<file path="src/rtl/fpb_pkg.sv">
`timescale 1ns/1ps
package fpb_pkg;

   // SDRAM command encoding on {cs_n, ras_n, cas_n, we_n}
   localparam logic [3:0] SDC_NOP = 4'b0111;
   localparam logic [3:0] SDC_ACT = 4'b0011;
   localparam logic [3:0] SDC_RD  = 4'b0101;
   localparam logic [3:0] SDC_BT  = 4'b0110;

   typedef enum logic [2:0] {
      SQ_IDLE,
      SQ_ACT,
      SQ_WAIT,
      SQ_RD,
      SQ_STRM,
      SQ_TERM,
      SQ_DRAIN,
      SQ_FIN
   } seq_state_t;

   // column address width for a given device data width
   function automatic int col_bits(input int dev_w);
      case (dev_w)
         4:       col_bits = 11;
         8:       col_bits = 10;
         default: col_bits = 9;
      endcase
   endfunction

endpackage

</file>
<file path="src/rtl/fpb_wait_cnt.sv">
`timescale 1ns/1ps
module fpb_wait_cnt #(
   parameter int CNT_W = 2
) (
   input  logic             clk,
   input  logic             rst_n,
   input  logic             load,
   input  logic [CNT_W-1:0] load_val,
   output logic             last
);

   logic [CNT_W-1:0] cnt_q;

   always_ff @(posedge clk) begin
      if (!rst_n) begin
         cnt_q <= '0;
      end else if (load) begin
         cnt_q <= load_val;
      end else if (cnt_q != '0) begin
         cnt_q <= cnt_q - CNT_W'(1);
      end
   end

   assign last = (cnt_q == CNT_W'(1));

endmodule

</file>
<file path="src/rtl/fpb_col_map.sv">
`timescale 1ns/1ps
module fpb_col_map #(
   parameter int DEV_WIDTH = 16,
   parameter int COL_W     = 9,
   parameter int ADDR_W    = 13
) (
   input  logic [COL_W-1:0]  col,
   output logic [ADDR_W-1:0] addr
);

   generate
      if (DEV_WIDTH == 4) begin : g_x4
         always_comb begin
            addr     = '0;
            addr[9:0] = col[9:0];
            addr[11] = col[10];
         end
      end else if (DEV_WIDTH == 8) begin : g_x8
         always_comb begin
            addr      = '0;
            addr[9:0] = col;
         end
      end else begin : g_x16
         always_comb begin
            addr      = '0;
            addr[8:0] = col;
         end
      end
   endgenerate

endmodule

</file>
<file path="src/rtl/fpb_capture.sv">
`timescale 1ns/1ps
module fpb_capture #(
   parameter int DQ_W    = 16,
   parameter int CAS_LAT = 2
) (
   input  logic            clk,
   input  logic            rst_n,
   input  logic            slot_req,
   input  logic [DQ_W-1:0] dq,
   output logic [DQ_W-1:0] word,
   output logic            word_vld,
   output logic            pending
);

   // stage i holds the slot request issued i+1 cycles ago
   logic [CAS_LAT-1:0] slot_q;

   generate
      for (genvar gi = 0; gi < CAS_LAT; gi++) begin : g_stage
         if (gi == 0) begin : g_head
            always_ff @(posedge clk) begin
               if (!rst_n) slot_q[0] <= 1'b0;
               else        slot_q[0] <= slot_req;
            end
         end else begin : g_body
            always_ff @(posedge clk) begin
               if (!rst_n) slot_q[gi] <= 1'b0;
               else        slot_q[gi] <= slot_q[gi-1];
            end
         end
      end
   endgenerate

   always_ff @(posedge clk) begin
      if (!rst_n) begin
         word     <= '0;
         word_vld <= 1'b0;
      end else begin
         word_vld <= slot_q[CAS_LAT-1];
         if (slot_q[CAS_LAT-1]) word <= dq;
      end
   end

   assign pending = |slot_q;

endmodule

</file>
<file path="src/rtl/fpb_read_seq.sv">
`timescale 1ns/1ps
module fpb_read_seq
   import fpb_pkg::*;
#(
   parameter int DEV_WIDTH = 16,
   parameter int CAS_LAT   = 2,
   parameter int RCD_CYC   = 2,
   parameter int BANK_W    = 2,
   parameter int ROW_W     = 13,
   parameter int ADDR_W    = 13,
   parameter int COL_W     = col_bits(DEV_WIDTH),
   parameter int LEN_W     = COL_W + 1,
   parameter int DQM_W     = (DEV_WIDTH == 16) ? 2 : 1
) (
   input  logic                 clk,
   input  logic                 rst_n,
   input  logic                 req_start,
   input  logic [BANK_W-1:0]    req_bank,
   input  logic [ROW_W-1:0]     req_row,
   input  logic [COL_W-1:0]     req_col,
   input  logic [LEN_W-1:0]     req_len,
   output logic                 busy,
   output logic                 done,
   output logic [DEV_WIDTH-1:0] rd_data,
   output logic                 rd_valid,
   output logic                 sd_cke,
   output logic                 sd_cs_n,
   output logic                 sd_ras_n,
   output logic                 sd_cas_n,
   output logic                 sd_we_n,
   output logic [BANK_W-1:0]    sd_ba,
   output logic [ADDR_W-1:0]    sd_addr,
   output logic [DQM_W-1:0]     sd_dqm,
   input  logic [DEV_WIDTH-1:0] sd_dq
);

   localparam int RCD_W = (RCD_CYC < 2) ? 1 : $clog2(RCD_CYC + 1);

   // elaboration-time parameter checks
   generate
      if (!(DEV_WIDTH == 4 || DEV_WIDTH == 8 || DEV_WIDTH == 16)) begin : g_bad_w
         $error("fpb_read_seq: DEV_WIDTH must be 4, 8 or 16");
      end
      if (!(CAS_LAT == 2 || CAS_LAT == 3)) begin : g_bad_cl
         $error("fpb_read_seq: CAS_LAT must be 2 or 3");
      end
      if (RCD_CYC < 1) begin : g_bad_rcd
         $error("fpb_read_seq: RCD_CYC must be at least 1");
      end
      if (ROW_W > ADDR_W || ADDR_W < 12) begin : g_bad_addr
         $error("fpb_read_seq: address width too small");
      end
      if (COL_W != col_bits(DEV_WIDTH)) begin : g_bad_col
         $error("fpb_read_seq: COL_W does not match DEV_WIDTH");
      end
   endgenerate

   seq_state_t          state_q, state_d;
   logic [BANK_W-1:0]   bank_q;
   logic [ROW_W-1:0]    row_q;
   logic [COL_W-1:0]    col_q;
   logic [LEN_W-1:0]    len_q;
   logic [LEN_W-1:0]    cnt_q;
   logic                cke_q;
   logic                accept;
   logic                slot_req;
   logic                rcd_last;
   logic                cap_pending;
   logic [ADDR_W-1:0]   col_addr;
   logic [3:0]          cmd;

   assign accept = (state_q == SQ_IDLE) && req_start && (req_len != '0);

   // ---------------- request latch and state register ----------------
   always_ff @(posedge clk) begin
      if (!rst_n) begin
         state_q <= SQ_IDLE;
         bank_q  <= '0;
         row_q   <= '0;
         col_q   <= '0;
         len_q   <= '0;
         cnt_q   <= '0;
         cke_q   <= 1'b0;
      end else begin
         state_q <= state_d;
         cke_q   <= 1'b1;
         if (accept) begin
            bank_q <= req_bank;
            row_q  <= req_row;
            col_q  <= req_col;
            len_q  <= req_len;
         end
         if (state_q == SQ_RD)        cnt_q <= LEN_W'(1);
         else if (state_q == SQ_STRM) cnt_q <= cnt_q + LEN_W'(1);
      end
   end

   // ---------------- next state ----------------
   always_comb begin
      state_d  = state_q;
      slot_req = 1'b0;
      case (state_q)
         SQ_IDLE:  if (accept) state_d = SQ_ACT;
         SQ_ACT:   state_d = (RCD_CYC == 1) ? SQ_RD : SQ_WAIT;
         SQ_WAIT:  if (rcd_last) state_d = SQ_RD;
         SQ_RD: begin
            slot_req = 1'b1;
            state_d  = (len_q == LEN_W'(1)) ? SQ_TERM : SQ_STRM;
         end
         SQ_STRM: begin
            slot_req = 1'b1;
            if (cnt_q == len_q - LEN_W'(1)) state_d = SQ_TERM;
         end
         SQ_TERM:  state_d = SQ_DRAIN;
         SQ_DRAIN: if (!cap_pending) state_d = SQ_FIN;
         SQ_FIN:   state_d = SQ_IDLE;
         default:  state_d = SQ_IDLE;
      endcase
   end

   // ---------------- sub-blocks ----------------
   fpb_wait_cnt #(
      .CNT_W (RCD_W)
   ) u_rcd (
      .clk      (clk),
      .rst_n    (rst_n),
      .load     (state_q == SQ_ACT),
      .load_val (RCD_W'(RCD_CYC - 1)),
      .last     (rcd_last)
   );

   fpb_col_map #(
      .DEV_WIDTH (DEV_WIDTH),
      .COL_W     (COL_W),
      .ADDR_W    (ADDR_W)
   ) u_colmap (
      .col  (col_q),
      .addr (col_addr)
   );

   fpb_capture #(
      .DQ_W    (DEV_WIDTH),
      .CAS_LAT (CAS_LAT)
   ) u_cap (
      .clk      (clk),
      .rst_n    (rst_n),
      .slot_req (slot_req),
      .dq       (sd_dq),
      .word     (rd_data),
      .word_vld (rd_valid),
      .pending  (cap_pending)
   );

   // ---------------- pin decode ----------------
   always_comb begin
      cmd     = SDC_NOP;
      sd_addr = '0;
      case (state_q)
         SQ_ACT: begin
            cmd     = SDC_ACT;
            sd_addr = ADDR_W'(row_q);
         end
         SQ_RD: begin
            cmd     = SDC_RD;
            sd_addr = col_addr;
         end
         SQ_TERM: cmd = SDC_BT;
         default: cmd = SDC_NOP;
      endcase
   end

   assign {sd_cs_n, sd_ras_n, sd_cas_n, sd_we_n} = cmd;
   assign sd_ba  = bank_q;
   assign sd_cke = cke_q;
   assign busy   = (state_q != SQ_IDLE);
   assign done   = (state_q == SQ_FIN);
   assign sd_dqm = (state_q == SQ_IDLE) ? {DQM_W{1'b1}} : {DQM_W{1'b0}};

endmodule

</file>
<file path="config.mk">
export PLATFORM = sky130hd
export DESIGN_NAME = fpb_read_seq
export DESIGN_NICKNAME = d
export VERILOG_FILES = /design/src/rtl/fpb_pkg.sv /design/src/rtl/fpb_wait_cnt.sv /design/src/rtl/fpb_col_map.sv /design/src/rtl/fpb_capture.sv /design/src/rtl/fpb_read_seq.sv
export SDC_FILE = /design/constraint.sdc
export NUM_CORES = 1
export LEC_CHECK = 0
export CAP_MARGIN = 10
export CORE_ASPECT_RATIO = 1.75
export CORE_MARGIN = 1
export CORE_UTILIZATION = 47
export CTS_BUF_LIST = sky130_fd_sc_hd__clkbuf_8 sky130_fd_sc_hd__clkbuf_16
export CTS_CLUSTER_SIZE = 16
export DETAILED_ROUTE_END_ITERATION = 7
export DONT_BUFFER_PORTS = 1
export PLACE_DENSITY = 0.68
export SKIP_LAST_GASP = 1
export SLEW_MARGIN = 20
export SYNTH_ARGS = -nofsm -noshare
export SYNTH_HDL_FRONTEND = slang
export SYNTH_SLANG_ARGS = --single-unit
</file>
<file path="constraint.sdc">
create_clock -name clk -period 1.97 [get_ports clk]
set_input_delay 0.2955 -clock clk [delete_from_list [all_inputs] [get_ports clk]]
set_output_delay 0.2955 -clock clk [all_outputs]
set_load 0.01 [all_outputs]
</file>
==> impl_metrics.yaml <==
run_status:
  status: "finished clean"
finish:
  layout.nets: 420
  multi_input_area_sq_um: 1680
  antennaDiodeCount: 0
  drive_above_1_share: 0.268
  syn_to_final_growth_pct: 12.9
  fillers: 626
  regArea_sq_um: 1380
critical_path:
  r2r_slack_ns: 0.30
  reg2reg_from: "state_q[0]"
  crit_chain: "buf_4 > nand2b_1 > nor2_1 > buf_4 > a22o_1"
  cp.depth: 5
  crit_top_cell: "buf_4"
  endpoint_kind: "primary output"
  critPathLaunchType: "flop"
  reg2regPathDepth: 5
  rr_endpoint: "row_q[10]"
  worst-setup-path-type: "reg -> out"
  timing.critical_path.from: "state_q[1]"
  critPathTopFamily: "buffers and inverters"
  critPathArrivalTime_ns: 1.49
  max_stage_delay_ns: 0.31
  slowest_stage: "dfxtp_1"
  path_buf_inv: 2
  path_max_fanout: 15
  critPathRequiredTime_ns: 1.67
floorplan:
  top_level_ports: 94
  row_count: 39
  start_util: 0.492
  die_x_microns: 64.8
  dieArea_sq_um: 7250
  core_sq_um: 6590
  dieHeight_microns: 112
timing:
  hold_violations: 0
  fmax_mhz: 561
  period_minus_slack_ns: 1.78
  setup_tns_ns: 0
  setup_violations: 0
  rsz0062_at_grt: "no"
  fin_ws_ns: 0.187
  slew_violations: 0
  skew_ns: 0.00305
  fin_crit_sh: 0.905
pwr:
  leakagePower_uw: 0.00135
  p_int_uw: 3130
  p_per_area_nw_per_um2: 1260
  ir_drop_mv: 0.953
  swShare: 0.321
  p_comb_frac: 0.288
  pwr-share-seq: 0.376
  pwr-share-clk: 0.336
  p_sw_uw: 1480
drt:
  initialDrtViolationCount: 91
  wirelength_microns: 6780
  dr_total_vias: 2364
  viasPerCell: 5.28
  antenna_left: 0
  drcViolationCount: 0
  wl_per_cell_microns: 15.1
  dr.pass1.iters: 4
logic_synthesis:
  synth-edff-count: 0
  syn_area_sq_um: 3240
  synth_top_cell_by_area: "dfxtp_1"
  synth_flop_cell: "dfxtp_1"
  synth_commonest_cells: "dfxtp_1, nand2_1, nor2_1"
  postSynthAreaPerCell_sq_um: 9.11
  ys_seq_area_frac: 0.426
  syn_nets: 414
  synthArstFlopShare: 0
  synth_top_cell_area_share: 0.426
  synthCells: 356
  ys_warn_count: 0
  yosysUniqueCellTypes: 44
  yosysMostFrequentCell: "dfxtp_1"
  ys_seq_elements: 69
  netlist_top_cells_area: "dfxtp_1, a21oi_2, nand2_2, nand2_1, mux2i_1"
hold_path:
  min_from: "rst_n"
  min_path_type: "in -> reg"
  hold_depth: 1
  min_to: "u_cap.slot_q[1]"
global_route:
  grt.total_usage: 0.200
  antenna_found_initial: 0
  grt_pass1_wl_microns: 11100
  grt_start_max_net_pins: 35
  grt.overflow.total: 0
  grt_pass1_vias: 2424
clock_network:
  path_clk_slew_ns: 0.05
  clockBufferDepth: 2
  post_cts_buffers: 0
  clock_latency_ns: 0.33
  cts_buffers: 9
  clock-root-buffer: "clkbuf_16"
  cts_resized: 0
  cts.sink_count: 69
  cts_tree: "done"
  cts.htree.levels: 3
placed_design:
  io_buffers: 0
  dpl.hpwl_microns: 5010
  routabilityCongestion: 0.859
  preCtsSetupSlack_ns: 0.0434
job:
  maxCapViolCount: 0
## logic make-up after synthesis
| family | synth area share |
|---|---|
| compound gates | 0.151 |
| xor+xnor | 0.0567 |
| fa+ha+maj | 0.0193 |
| buf+inv | 0.0556 |
| flops | 0.426 |
| mux | 0.0560 |
| other cells | 0.00116 |
| simple gates | 0.234 |
## layout by cell type (no fill, tap or decap), drive strengths merged, types with 10 or more instances in the layout
cell type,Yosys,routed
nand2,77,77
dfxtp,69,69
a21oi,40,40
nor2,36,36
mux2i,17,17
buf,8,17
xor2,12,12
clkbuf,15,10
## per-layer routing
metal / vias to the layer above / routed length [microns] / part of all wire / GRT usage
li1: 1198 / - / - / -
met1: 1094 / 2620 / 0.39 / 0.209
met2: 65 / 3600 / 0.53 / 0.345
met3: 7 / 462 / 0.068 / 0.0645
met4: 0 / 95 / 0.014 / 0.104
met5: - / 0 / 0 / 0
## worst register-to-register path, delay by kind of cell, from the launching register on
family / cells / cell delay (ns)
and+or+nand+nor: 3 / 0.99
DFF: 1 / 0.30
buffers and inverters: 1 / 0.19
AOI/OAI and AO/OA: 1 / 0.06
## what timing repair did
item                                    4_1_cts  5_1_grt
hold buffers                                  1        0
endpoints found under the setup margin        0        0
hold endpoints to repair                      1        0
## area by class of cell
class / count / area share
Clock inverter: 5 / 0.0144
Clock buffer: 10 / 0.0653
Sequential cell: 69 / 0.377
Multi-Input combinational cell: 256 / 0.459
Tap cell: 82 / 0.0280
Timing Repair Buffer: 18 / 0.0478
Inverter: 8 / 0.00820
## state kept, by name (all words and copies together), names as in the netlist, 2 cells and up
name / flops
u_cap.word: 16
state_q: 3
len_q: 10
cnt_q: 10
u_rcd.cnt_q: 2
col_q: 9
row_q: 13
u_cap.slot_q: 2
sd_ba: 2
## power by group through the flow
stage	Sequential, uW	Combinational [uW]	Clock [uW]
2_1_floorplan	1730	1100	0
3_3_place_gp	1750	1310	0
3_5_place_dp	1760	1340	0
4_1_cts	1730	1350	1600
5_1_grt	1750	1470	1650
6_report	1730	1320	1550
## worst max path at each step
stage / end / slack [ns]
detailed placement: row_q[10] / 0.04
global placement: row_q[9] / 0.04
CTS: sd_addr[4] / 0.16
global route: sd_addr[4] / 0.08
finish: sd_addr[7] / 0.19
floorplan: len_q[0] / 0.15
## metrics by stage
| stage | utilization | power, uW | hold slack, ns | cell area (sq um) | std cells |
|---|---|---|---|---|---|
| floorplan | - | 2830 | 0.323 | 3240 | 356 |
| global placement | 0.510 | 3070 | 0.324 | 3360 | 432 |
| detailed placement | 0.510 | 3100 | 0.324 | 3360 | 432 |
| CTS | 0.556 | 4680 | 0.0763 | 3660 | 448 |
| global route | 0.556 | 4870 | 0.0916 | 3660 | 448 |
| finish | 0.556 | 4610 | 0.0925 | 3660 | 448 |
Note: power is estimated with default switching activity, not from simulation.
